`config.mk`:
```
export PLATFORM = sky130hd
export DESIGN_NAME = uart_evt_id
export DESIGN_NICKNAME = d
export VERILOG_FILES = /design/src/rtl/uart_evt_id_pkg.sv /design/src/rtl/uart_evt_id_src_sel.sv /design/src/rtl/uart_evt_id_dma_flag.sv /design/src/rtl/uart_evt_id_irq_gen.sv /design/src/rtl/uart_evt_id.sv
export SDC_FILE = /design/constraint.sdc
export NUM_CORES = 1
export LEC_CHECK = 0
export BUFFER_PORTS_ARGS = -buffer_cell sky130_fd_sc_hd__buf_2
export CORE_AREA = 2 2 39 41
export CTS_CLUSTER_SIZE = 25
export DETAILED_ROUTE_END_ITERATION = 16
export DIE_AREA = 0 0 41 43
export GPL_TIMING_DRIVEN = 0
export REMOVE_ABC_BUFFERS = 1
export SLEW_MARGIN = 20
export SYNTH_ARGS = -nofsm -noshare
export SYNTH_HDL_FRONTEND = slang
export SYNTH_HIERARCHICAL = 1
export SYNTH_SLANG_ARGS = --single-unit
```
`constraint.sdc`:
```
create_clock -name clk -period 2.1 [get_ports clk]
set_input_delay 0.21 -clock clk [delete_from_list [all_inputs] [get_ports clk]]
set_output_delay 0.21 -clock clk [all_outputs]
set_load 0.01 [all_outputs]
```
`src/rtl/uart_evt_id_pkg.sv`:
```
// Package: shared definitions for the UART event identification register.
// Bit positions are fixed by software decoding of the event word.
package uart_evt_id_pkg;

    typedef enum logic [1:0] {
        MODE_UART = 2'd0,
        MODE_SIR  = 2'd1,
        MODE_CIR  = 2'd2,
        MODE_RSV  = 2'd3
    } op_mode_e;

    localparam int EVT_RXLVL = 0;
    localparam int EVT_TXLVL = 1;
    localparam int EVT_LINE  = 2;
    localparam int EVT_MODEM = 3;
    localparam int EVT_DMA   = 4;
    localparam int EVT_TXIDL = 5;

    localparam int N_LIVE    = 6;   // event bits that can raise the interrupt
    localparam int N_LVL     = 4;   // level-following bits 3:0

    localparam logic [N_LIVE-1:0] LIVE_RST = 6'b10_0010;

endpackage

```
`src/rtl/uart_evt_id_src_sel.sv`:
```
// Module: uart_evt_id_src_sel
// Picks, per event bit 3:0, the source that matters for the current FIFO
// setting and operating mode. Purely combinational; the caller registers it.
// Assumes mode 3 is unused and handles it like standard IR.
module uart_evt_id_src_sel
    import uart_evt_id_pkg::*;
#(
    parameter int MSR_W = 4
) (
    input  logic [1:0]       mode,
    input  logic             fifo_en,
    input  logic             ir_ms_sel,
    input  logic [MSR_W-1:0] msr_chg,
    input  logic             rx_err_brk,
    input  logic             ovr_udr,
    input  logic             thr_empty,
    input  logic             tx_below_thr,
    input  logic             rx_char_avail,
    input  logic             rx_at_thr,
    input  logic             rx_timeout,
    output logic [N_LVL-1:0] lvl_next
);

    op_mode_e mode_e;
    logic     modem_any;

    assign mode_e    = op_mode_e'(mode);
    assign modem_any = |msr_chg;

    // Decode each level event from its mode-dependent source.
    always_comb begin
        lvl_next = '0;
        unique case (mode_e)
            MODE_UART: lvl_next[EVT_MODEM] = modem_any;
            MODE_SIR,
            MODE_CIR,
            MODE_RSV:  lvl_next[EVT_MODEM] = modem_any & ~ir_ms_sel;
        endcase
        lvl_next[EVT_LINE]  = (mode_e == MODE_CIR) ? ovr_udr : rx_err_brk;
        lvl_next[EVT_TXLVL] = fifo_en ? tx_below_thr : thr_empty;
        lvl_next[EVT_RXLVL] = fifo_en ? (rx_at_thr | rx_timeout) : rx_char_avail;
    end

endmodule

```
`src/rtl/uart_evt_id_dma_flag.sv`:
```
// Module: uart_evt_id_dma_flag
// Sticky terminal-count flag. Set by a pulse, cleared by a one-cycle read.
// A set in the same cycle as a read wins, so no count can be lost.
module uart_evt_id_dma_flag (
    input  logic clk,
    input  logic rst_n,
    input  logic set_i,
    input  logic rd_clr_i,
    output logic flag_o
);

    // Hold, set or clear the flag with set taking priority.
    always_ff @(posedge clk) begin
        if (!rst_n)
            flag_o <= 1'b0;
        else if (set_i)
            flag_o <= 1'b1;
        else if (rd_clr_i)
            flag_o <= 1'b0;
    end

endmodule

```
`src/rtl/uart_evt_id_irq_gen.sv`:
```
// Module: uart_evt_id_irq_gen
// Masks each live event bit with its enable and ORs the results.
// Combinational, so the interrupt tracks the event word in the same cycle.
module uart_evt_id_irq_gen #(
    parameter int N = 6
) (
    input  logic [N-1:0] evt_i,
    input  logic [N-1:0] en_i,
    output logic         irq_o
);

    logic [N-1:0] gated;

    for (genvar i = 0; i < N; i++) begin : g_gate
        assign gated[i] = evt_i[i] & en_i[i];
    end

    assign irq_o = |gated;

endmodule

```
`src/rtl/uart_evt_id.sv`:
```
// Module: uart_evt_id (top)
// Event identification register for a UART/IR port. Bits 3:0 and 5 follow
// their sources through one register; bit 4 is the sticky DMA flag; bits
// 7:6 are reserved and read 0. Assumes rd_en is a single-cycle strobe per
// read and that all inputs are synchronous to clk.
module uart_evt_id
    import uart_evt_id_pkg::*;
#(
    parameter int REG_W = 8,
    parameter int MSR_W = 4
) (
    input  logic             clk,
    input  logic             rst_n,
    input  logic [1:0]       mode,
    input  logic             fifo_en,
    input  logic             ir_ms_sel,
    input  logic             tx_empty,
    input  logic             dma_tc,
    input  logic [MSR_W-1:0] msr_chg,
    input  logic             rx_err_brk,
    input  logic             ovr_udr,
    input  logic             thr_empty,
    input  logic             tx_below_thr,
    input  logic             rx_char_avail,
    input  logic             rx_at_thr,
    input  logic             rx_timeout,
    input  logic [5:0]       irq_en,
    input  logic             rd_en,
    output logic [REG_W-1:0] rd_data,
    output logic             irq
);

    localparam int N_RSV = REG_W - N_LIVE;

    logic [N_LVL-1:0]  lvl_next;
    logic [N_LVL-1:0]  lvl_q;
    logic              txidl_q;
    logic              dma_q;
    logic [N_LIVE-1:0] live;

    uart_evt_id_src_sel #(.MSR_W(MSR_W)) u_src_sel (
        .mode          (mode),
        .fifo_en       (fifo_en),
        .ir_ms_sel     (ir_ms_sel),
        .msr_chg       (msr_chg),
        .rx_err_brk    (rx_err_brk),
        .ovr_udr       (ovr_udr),
        .thr_empty     (thr_empty),
        .tx_below_thr  (tx_below_thr),
        .rx_char_avail (rx_char_avail),
        .rx_at_thr     (rx_at_thr),
        .rx_timeout    (rx_timeout),
        .lvl_next      (lvl_next)
    );

    // Register level events; reset values come from the package constant.
    always_ff @(posedge clk) begin
        if (!rst_n) begin
            lvl_q   <= LIVE_RST[N_LVL-1:0];
            txidl_q <= LIVE_RST[EVT_TXIDL];
        end else begin
            lvl_q   <= lvl_next;
            txidl_q <= tx_empty;
        end
    end

    uart_evt_id_dma_flag u_dma_flag (
        .clk      (clk),
        .rst_n    (rst_n),
        .set_i    (dma_tc),
        .rd_clr_i (rd_en),
        .flag_o   (dma_q)
    );

    // Assemble the live event bits.
    always_comb begin
        live              = '0;
        live[N_LVL-1:0]   = lvl_q;
        live[EVT_DMA]     = dma_q;
        live[EVT_TXIDL]   = txidl_q;
    end

    assign rd_data[N_LIVE-1:0] = live;

    for (genvar r = 0; r < N_RSV; r++) begin : g_rsv
        assign rd_data[N_LIVE+r] = 1'b0;
    end

    uart_evt_id_irq_gen #(.N(N_LIVE)) u_irq_gen (
        .evt_i (live),
        .en_i  (irq_en),
        .irq_o (irq)
    );

endmodule

```
# Word level (Yosys, flattened, before mapping)
# Cells that the tools add are included.
[classes]
n_eq_ne = 3
mux = 6
bitwise = 9
n_reduce_logical = 5
[op_table]
columns = ["cell", "n"]
rows = [
  ["$and A1 B1 Y1", 7],
  ["$reduce_or A6 Y1", 1],
  ["$mux W1", 5],
  ["$eq A2 B2 Y1 const B", 2],
  ["$reduce_or A4 Y1", 1],
  ["$reduce_or A3 Y1", 1],
  ["$eq A2 B1 Y1 const B", 1],
  ["$logic_not A2 Y1", 1],
  ["$pmux W1 S2", 1],
  ["$reduce_bool A2 Y1", 1],
  ["$not A1 Y1", 1],
  ["$or A1 B1 Y1", 1],
]
[word_totals]
word_cells = 26
inputBits = 26
output_inout_bits = 9
regBits = 6

# Logic depth before layout (Yosys ltp)
# Gate-level depths: netlist (run 1).
[depth]
word_depth = 3
mapped_depth = 3
ltp_nobuf = 3

# Hierarchy
# Netlist (run 1), hierarchy kept.
[modules_own_cells]
columns = ["mod", "cells_per_inst", "seq_area_each_um2", "area_per_inst_um2", "n_inst"]
rows = [
  ["uart_evt_id", 15, 100.1, 165.2, 1],
  ["uart_evt_id_src_sel", 8, 0.0, 68.8, 1],
  ["uart_evt_id_dma_flag", 3, 20.0, 41.3, 1],
  ["uart_evt_id_irq_gen", 4, 0.0, 27.5, 1],
]

# Worst setup path after synthesis (run 1)
# No wires, ideal clock.
[synth_timing]
path_kind = "input -> register"
start = "in msr_chg[1]"
end = "reg lvl_q[3]"
path_stages = 2
arrival_ns = 0.737
setup_time_ns = 0.115
n_path_buf = 0
required_time_ns = 1.985
setup_slack_ns = 1.248
cell_sequence = "o41a_1 -> and2_1"
[synth_via]
elab_chain_len = 3
[synth_rtl]
columns = ["item", "line", "source"]
rows = [
  ["from (decl)", "uart_evt_id.sv:19", "input logic [MSR_W-1:0] msr_chg,"],
  ["$reduce_or A4 Y1 *", "uart_evt_id_src_sel.sv:28", "assign modem_any = |msr_chg;"],
  ["$and A1 B1 Y1", "uart_evt_id_src_sel.sv:37", "MODE_RSV: lvl_next[EVT_MODEM] = modem_any & ~ir_ms_sel;"],
  ["$pmux W1 S2 *", "uart_evt_id_src_sel.sv:33", "unique case (mode_e)"],
  ["to (signal assigned)", "uart_evt_id.sv:59", "lvl_q <= LIVE_RST[N_LVL-1:0];"],
  ["to (signal assigned)", "uart_evt_id.sv:62", "lvl_q <= lvl_next;"],
  ["to (decl)", "uart_evt_id.sv:36", "logic [N_LVL-1:0] lvl_q;"],
]
# Mark *: on every way between the ends. The rest lies on a longest branch, timed or not.
# A chain may end at the register's enable or synchronous reset.

# Worst setup path after layout (run 1)
[layout_timing]
start = "reg u_dma_flag.flag_o"
end = "out irq"
[layout_via]
elab_chain_len = 2
[layout_rtl]
columns = ["item", "line", "source"]
rows = [
  ["from (decl)", "uart_evt_id_dma_flag.sv:9", "output logic flag_o"],
  ["from (signal assigned)", "uart_evt_id_dma_flag.sv:15", "flag_o <= 1'b0;"],
  ["from (signal assigned)", "uart_evt_id_dma_flag.sv:17", "flag_o <= 1'b1;"],
  ["from (signal assigned)", "uart_evt_id_dma_flag.sv:19", "flag_o <= 1'b0;"],
  ["$and A1 B1 Y1", "uart_evt_id_irq_gen.sv:15", "assign gated[i] = evt_i[i] & en_i[i];"],
  ["$reduce_or A6 Y1", "uart_evt_id_irq_gen.sv:18", "assign irq_o = |gated;"],
  ["to (decl)", "uart_evt_id.sv:30", "output logic irq"],
]
# Every way passes these cells.

==> results of run 1 <==
[layout make-up]
type | count | area, µm² | share of cell area
clock buffers | 3 | 22.52 | 0.04700
multi-input cells | 21 | 156.4 | 0.3264
flip-flops and latches | 6 | 120.1 | 0.2507
well taps | 16 | 20.02 | 0.04178
repair buffers | 32 | 160.2 | 0.3342
[critical path, delay by kind of cell (launching register included)]
kind | cells | cell delay (ns)
AOI/OAI and AO/OA | 1 | 0.19
buffers and inverters | 1 | 0.14
DFF | 1 | 0.31
and+or+nand+nor | 1 | 0.09
[cells by family (layout without fill, tap and decap cells)]
kind of cell / count (synthesis) / count (layout)
compound gates: 7 / 7
other cells: 1 / 2
mux: 2 / 2
simple gates: 10 / 10
flops: 6 / 6
buf+inv: 4 / 35
[stage by stage]
| step | cell area, µm² | cells | setup WS [ns] | hold WS [ns] |
|---|---|---|---|---|
| after floorplan | 276.5 | 27 | 1.244 | 0.2830 |
| after global placement | 456.7 | 75 | 1.124 | 0.3942 |
| after detailed placement | 456.7 | 75 | 1.123 | 0.4025 |
| after CTS | 479.2 | 78 | 0.9051 | 0.1513 |
| after global routing | 479.2 | 78 | 0.8291 | 0.1657 |
| final | 479.2 | 78 | 0.9277 | 0.1579 |
[cells in the final DEF, fill, tap and decap left out]
master     n
a22oi_1    3
and2_1     3
conb_1     2
buf_2     32
mux2_4     1
a21oi_1    1
o21a_1     1
nand2b_1   2
nor2b_4    2
nand3_1    1
clkbuf_4   3
mux2_2     1
o21ai_0    1
dfxtp_1    6
o41a_1     1
nor2_1     2
[synth_stat cells, drive strengths merged]
cell type  number  area share
a21oi           1       0.017
a22oi           3       0.074
and2            3       0.062
buf             4       0.099
conb            1       0.012
dfxtp           6        0.40
mux2            2       0.087
nand2b          2       0.041
nand3           1       0.017
nor2            2       0.025
nor2b           2       0.091
o21a            1       0.025
o21ai           1       0.017
o41a            1       0.037
[power groups by stage]
stage	Combinational (mW)	Clock (mW)	Sequential [mW]
after floorplan	0.0222	0	0.132
after global placement	0.0609	0	0.128
after detailed placement	0.0620	0	0.128
after CTS	0.0623	0.107	0.126
after global routing	0.0697	0.115	0.126
final	0.0612	0.0996	0.126
[path summary, 6_finish.rpt]
| kind | startpoint | endpoint | slack, ns |
|---|---|---|---|
| worst max register to register | u_dma_flag/flag_o | u_dma_flag/flag_o | 1.41 |
| worst max-delay path | u_dma_flag/flag_o | irq | 0.93 |
| worst min register to register | u_dma_flag/flag_o | u_dma_flag/flag_o | 0.60 |
| worst min-delay path | tx_empty | txidl_q | 0.16 |
[metal layers]
| metal | vias up | wire length [µm] |
|---|---|---|
| li1 | 163 | - |
| met1 | 128 | 249 |
| met2 | 25 | 313 |
| met3 | 2 | 99 |
| met4 | 0 | 12 |
| met5 | - | 0 |
[flip-flops by register name, summed over array words and instances (netlist names)]
| name | cells |
|---|---|
| lvl_q | 4 |
| txidl_q | 1 |
| u_dma_flag/flag_o | 1 |
==> metrics.md, run 1 <==
| Metric | Value |
|---|---|
| WHS Path Cells | 2 |
| GR Overflow Total | 0 |
| Routed wire length per instance | 8.654 µm |
| Pwr Density | 597.9 mW/mm² |
| Largest family of logic cells by synthesized area | simple AND/OR/NAND/NOR gates |
| Largest net degree at the start of global routing | 7 |
| Worst vdd ir | 130.2 µV |
| Die width | 41 µm |
| Multiplexer share of the synthesized area | 0.08678 |
| Post-cts resize count | 0 |
| Final Power | 0.2865 mW |
| Area Growth Syn to Fin | 58.26% |
| IO Pins | 35 |
| Final setup violation count | 0 |
| Clock power frac | 0.347 |
| Antenna cells | 0 |
| Crit-path cells | a22oi_1 -> nand3_1 -> buf_2 |
| P_leak | 0.2523 nW |
| Vias per Instance | 4.077 |
| # hold bufs at CTS | 0 |
| Hold Path Class | primary input to flip-flop |
| First-pass GRT wire length | 1.007 mm |
| Sequential Power Share | 0.439 |
| Synth Area in Adders | 0 |
| Crit path launch type | flip-flop |
| Status | completed |
| Layout cell share with drive strength beyond 1 | 0.6290 |
| Mapped cell area | 302.8 µm² |
| Total track usage | 0.08735 |
| Initial DRC count | 3 |
| DIE HEIGHT | 43 µm |
| Sw frac | 0.2190 |
| Port-buffer cells | 32 |
| Syn. warnings | 6 |
| Slew Limit Fails | 0 |
| Met3 Use GR | 0.02094 |
| CTS tree | yes |
| Internal power | 0.2238 mW |
| Worst Reg-to-Reg Cells | 2 |
| Required time worst endpoint | 1.89 ns |
| Worst Path Max Fanout | 3 |
| Setup CP Type | flip-flop to output pin |
| CTS buffer count | 3 |
| Final wirelength | 675 µm |
| HPWL after DPL | 588.8 µm |
| Minimum clock period | 1.172 ns |
| Vias in the first global route | 294 |
| Avg Cell Area, Syn | 10.09 µm² |
| RSZ-0062 raised after global routing | false |
| Seq/Total Area, Yosys | 0.3967 |
| Final ANT Viol Nets | 0 |
| Yosys cell types | 15 |
| Synth Register Bits | 6 |
| Clock transition at the registers of the reported paths | 0.04 ns |
| Nets | 90 |
| Vias | 318 |
| Routability Congestion | 0.6059 |
| CORE AREA | 0.001384 mm² |
| Final Hold Vio Count | 0 |
| Initial Util | 0.2188 |
| FMAX | 853.0 MHz |
| Setup_tns | 0 ns |
| Final cycle utilization of the critical path | 0.5583 |
| Initial antenna violation count | 0 |
| Sw Pwr | 0.06275 mW |
| Maxcap violations | 0 |
| Drt pass-1 iters | 2 |
| Comb pwr share | 0.214 |
| Slowest-stage cell, CP | dfxtp_1 |
| Longest Clk Path Bufs | 2 |
| DIE AREA | 0.001763 mm² |
| GR met1 Demand/Resource | 0.08682 |
| CP peak stage delay | 0.31 ns |
| Grt peak-use layer | met2 |
| Simple-gate share of the synthesized area | 0.2355 |
| Worst Setup End Kind | output pin |
| Sink Count | 6 |
| Compound-gate portion of the synthesized area | 0.1694 |
| Filler cells | 152 |
| Met2 Resource Use GR | 0.1281 |
| Synth Instances | 30 |
| XOR/XNOR share of the synthesized area | 0 |
| Worst EP arrival | 0.96 ns |
| H-tree lvl count | 1 |
| DRC Markers | 0 |
| Worst clock skew | 0 ns |
| Clk root buf | clkbuf_4 |
| Std cell rows | 14 |
| Post-CTS setup buffers | 0 |
| Worst-Skew Late Latency | 0.24 ns |
| Util after Layout | 0.3463 |
(Power assumes the default switching activity.)
==> inputs of run 2 (changes only) <==
- ABC_AREA: not set -> 1
- clock period: 2.1 -> 1.1 ns (I/O delays scaled with it)
==> metrics.md, run 2 <==
| Metric | Value |
|---|---|
| Status | completed |
| Sequential Power Share | 0.434 (-0.005) |
| Routed wire length per instance | 6.019 µm (-30%) |
| Yosys top cell area share | 0.3650 (-0.03168) |
| Slowest-stage cell, CP | dfxtp_2 |
| DIE AREA | 0.001763 mm² (unchanged) |
| CP peak stage delay | 0.31 ns (about the same) |
| Die width | 41 µm (unchanged) |
| Worst Setup End Kind | output pin |
| Worst EP arrival | 0.91 ns (-0.05 ns) |
| Mapped cell area | 329.1 µm² (+8.7%) |
| Final wirelength | 620 µm (-8.1%) |
| Post-synth ARST share | 0 (unchanged) |
| Avg Cell Area, Syn | 5.983 µm² (-41%) |
| Antenna cells | 0 (unchanged) |
| Maxcap violations | 0 (unchanged) |
| Vias in the first global route | 303 (+3.1%) |
| Final Hold Vio Count | 0 (unchanged) |
| Crit path launch type | flip-flop |
| GR Overflow Total | 0 (unchanged) |
| Post-DP Area | 483.0 µm² (+5.8%) |
| Synth Register Bits | 6 (unchanged) |
| WHS Path Cells | 3 (+1) |
| DIE HEIGHT | 43 µm (unchanged) |
| Synth cell count leaders | nand2_1, inv_1, dfxtp_1 |
| # hold bufs at CTS | 0 (unchanged) |
| Multiplexer share of the synthesized area | 0 (-0.08678) |
| Clock power frac | 0.349 (+0.002) |
| Layout cell share with drive strength beyond 1 | 0.4368 (-0.1923) |
| Internal power | 0.4195 mW (+87%) |
| Largest family of logic cells by synthesized area | simple AND/OR/NAND/NOR gates |
| Filler cells | 159 (+4.6%) |
| Initial Util | 0.2378 (+0.01899) |
| Post-synth EDFFs | 0 (unchanged) |
| Clock transition at the registers of the reported paths | 0.04 ns (about the same) |
| Most flop-heavy register | lvl_q |
| CORE AREA | 0.001384 mm² (unchanged) |
| Routability Congestion | 0.6445 (+6.4%) |
| Number of flip-flops in the largest register | 4 (unchanged) |
| Setup_tns | 0 ns (unchanged) |
| IO Pins | 35 (unchanged) |
| Post-synth top flop | dfxtp_1 |
| Worst clock skew | 0 ns (unchanged) |
| CP most frequent cell | nand2_1 |
| Largest registers | lvl_q x4, txidl_q x1, u_dma_flag/flag_o x1 |
| Yosys cell types | 11 (-4) |
| Largest net degree at the start of global routing | 7 (unchanged) |
| Final cycle utilization of the critical path | 0.9302 |
| Initial antenna violation count | 0 (unchanged) |
| Vias | 383 (+20%) |
| Minimum clock period | 1.023 ns |
| CTS buffer count | 3 (unchanged) |
| Pwr Density | 1090 mW/mm² (+82%) |
| Top-count cell post-synth | nand2_1 |
| Total track usage | 0.08954 (+0.002188) |
| Worst vdd ir | 282.2 µV (+120%) |
| Commonest cells after routing, fill and taps aside | buf_2, nand2_1, inv_1 |
| Worst Path Max Fanout | 2 (-1) |
| Sink Count | 6 (unchanged) |
| Sw Pwr | 0.1354 mW (+120%) |
| H-tree lvl count | 1 (unchanged) |
| Compound-gate portion of the synthesized area | 0.07224 (-0.09718) |
| Nets | 115 (+28%) |
| Finished Cell Area | 509.2 µm² (+6.3%) |
| Area Growth Syn to Fin | 54.75% |
| Sw frac | 0.2439 (+0.02494) |
| Synth Instances | 55 (+83%) |
| Comb pwr share | 0.217 (+0.003) |
| HPWL after DPL | 566.4 µm (-3.8%) |
| Worst-Skew Late Latency | 0.24 ns (about the same) |
| First-pass GRT wire length | 986 µm (-2.1%) |
| XOR/XNOR share of the synthesized area | 0 (unchanged) |
| Vias per Instance | 3.718 (-8.8%) |
| Final Power | 0.5549 mW (+94%) |
| Drt pass-1 iters | 1 (-1) |
| Worst Reg-to-Reg Cells | 2 (unchanged) |
| DRC Markers | 0 (unchanged) |
| Port-buffer cells | 32 (unchanged) |
| FMAX | 977.3 MHz |
| Initial DRC count | 0 (-3) |
| Hold Path Class | primary input to flip-flop |
| Std cell rows | 14 (unchanged) |
| Simple-gate share of the synthesized area | 0.3232 (+0.08766) |
| RSZ-0062 raised after global routing | true |
| Final setup violation count | 0 (unchanged) |
| Slew Limit Fails | 0 (unchanged) |
| Final ANT Viol Nets | 0 (unchanged) |
| Crit-path cells | nand2_2 -> nand2_1 -> nor2_1 -> nand2_1 -> buf_2 |
| CTS tree | yes |
| Longest Clk Path Bufs | 2 (unchanged) |
| Worst hold slack | 0.03869 ns (-0.1192 ns) |
| Most common cell after layout, fill and taps aside | buf_2 |
| Clk root buf | clkbuf_4 |
| P_leak | 0.3393 nW (+34%) |
| Synth area leaders | dfxtp_1, nand2_1, inv_1 |
| Required time worst endpoint | 0.99 ns (-0.90 ns) |
| Setup CP Type | flip-flop to output pin |
| Synth Area in Adders | 0 (unchanged) |
| Seq/Total Area, Yosys | 0.3650 (-0.03168) |
| Syn. warnings | 6 (unchanged) |
| Synth area leader | dfxtp_1 |
## run 2: cell types whose count changed in the layout (fill, tap and decap cells not counted), moves of 2 or more
cell	previous run	this run
nor2_1	2	5
nand2b_1	2	0
and2_1	3	0
a22oi_1	3	0
nand2_1	0	21
nor2b_4	2	0
inv_1	0	12
## run 2: layout make-up
class | instances | area [µm²] | share of cell area
timing repair buffer | 32 | 160.2 | 0.3145
multi-input combinational | 34 | 140.1 | 0.2752
sequential | 6 | 121.4 | 0.2383
inverter | 12 | 45.04 | 0.08845
clock buffer | 3 | 22.52 | 0.04423
tap | 16 | 20.02 | 0.03931
## run 2: routing by layer
layer,up-vias,global-route usage,part of all wire
met5,-,0,0
met4,0,0.1200,0
met3,0,0.03141,0.10
met2,19,0.1250,0.52
met1,148,0.08091,0.38
li1,216,-,-
## run 2: cell families after synthesis
logic type	Yosys count
other cells	1
flops	6
compound gates	4
simple gates	28
buf+inv	16
## run 2: path summary, 6_finish.rpt
kind	end	start	slack, ns
max	irq	lvl_q[1]	0.08
min	txidl_q	tx_empty	0.04
max reg2reg	u_dma_flag/flag_o	u_dma_flag/flag_o	0.52
min reg2reg	u_dma_flag/flag_o	u_dma_flag/flag_o	0.49
## run 2: stage by stage
| step | setup WS (ns) | utilization | std cells |
|---|---|---|---|
| after floorplan | 0.3797 | - | 52 |
| after global placement | 0.3287 | 0.3490 | 100 |
| after detailed placement | 0.3144 | 0.3490 | 100 |
| after CTS | 0.05125 | 0.3653 | 103 |
| after global routing | -0.004698 | 0.3680 | 103 |
| final | 0.07679 | 0.3680 | 103 |
## run 2: what timing repair did
item | CTS | global route
gates resized for setup | 0 | 2
buffers inserted | 0 | 0
endpoints found under the setup margin | 0 | 1
## run 2: worst max-delay path: cells and delay by family (launching register included)
kind                   cells  cell delay [ns]
DFF                        1             0.31
and+or+nand+nor            4             0.24
buffers and inverters      1             0.13
## run 2: power by group through the flow
stage	Clock, mW	Combinational [mW]	Sequential (mW)
floorplan	0	0.0453	0.251
global placement	0	0.119	0.244
detailed placement	0	0.121	0.244
CTS	0.205	0.122	0.240
global route	0.216	0.139	0.243
finish	0.194	0.120	0.241
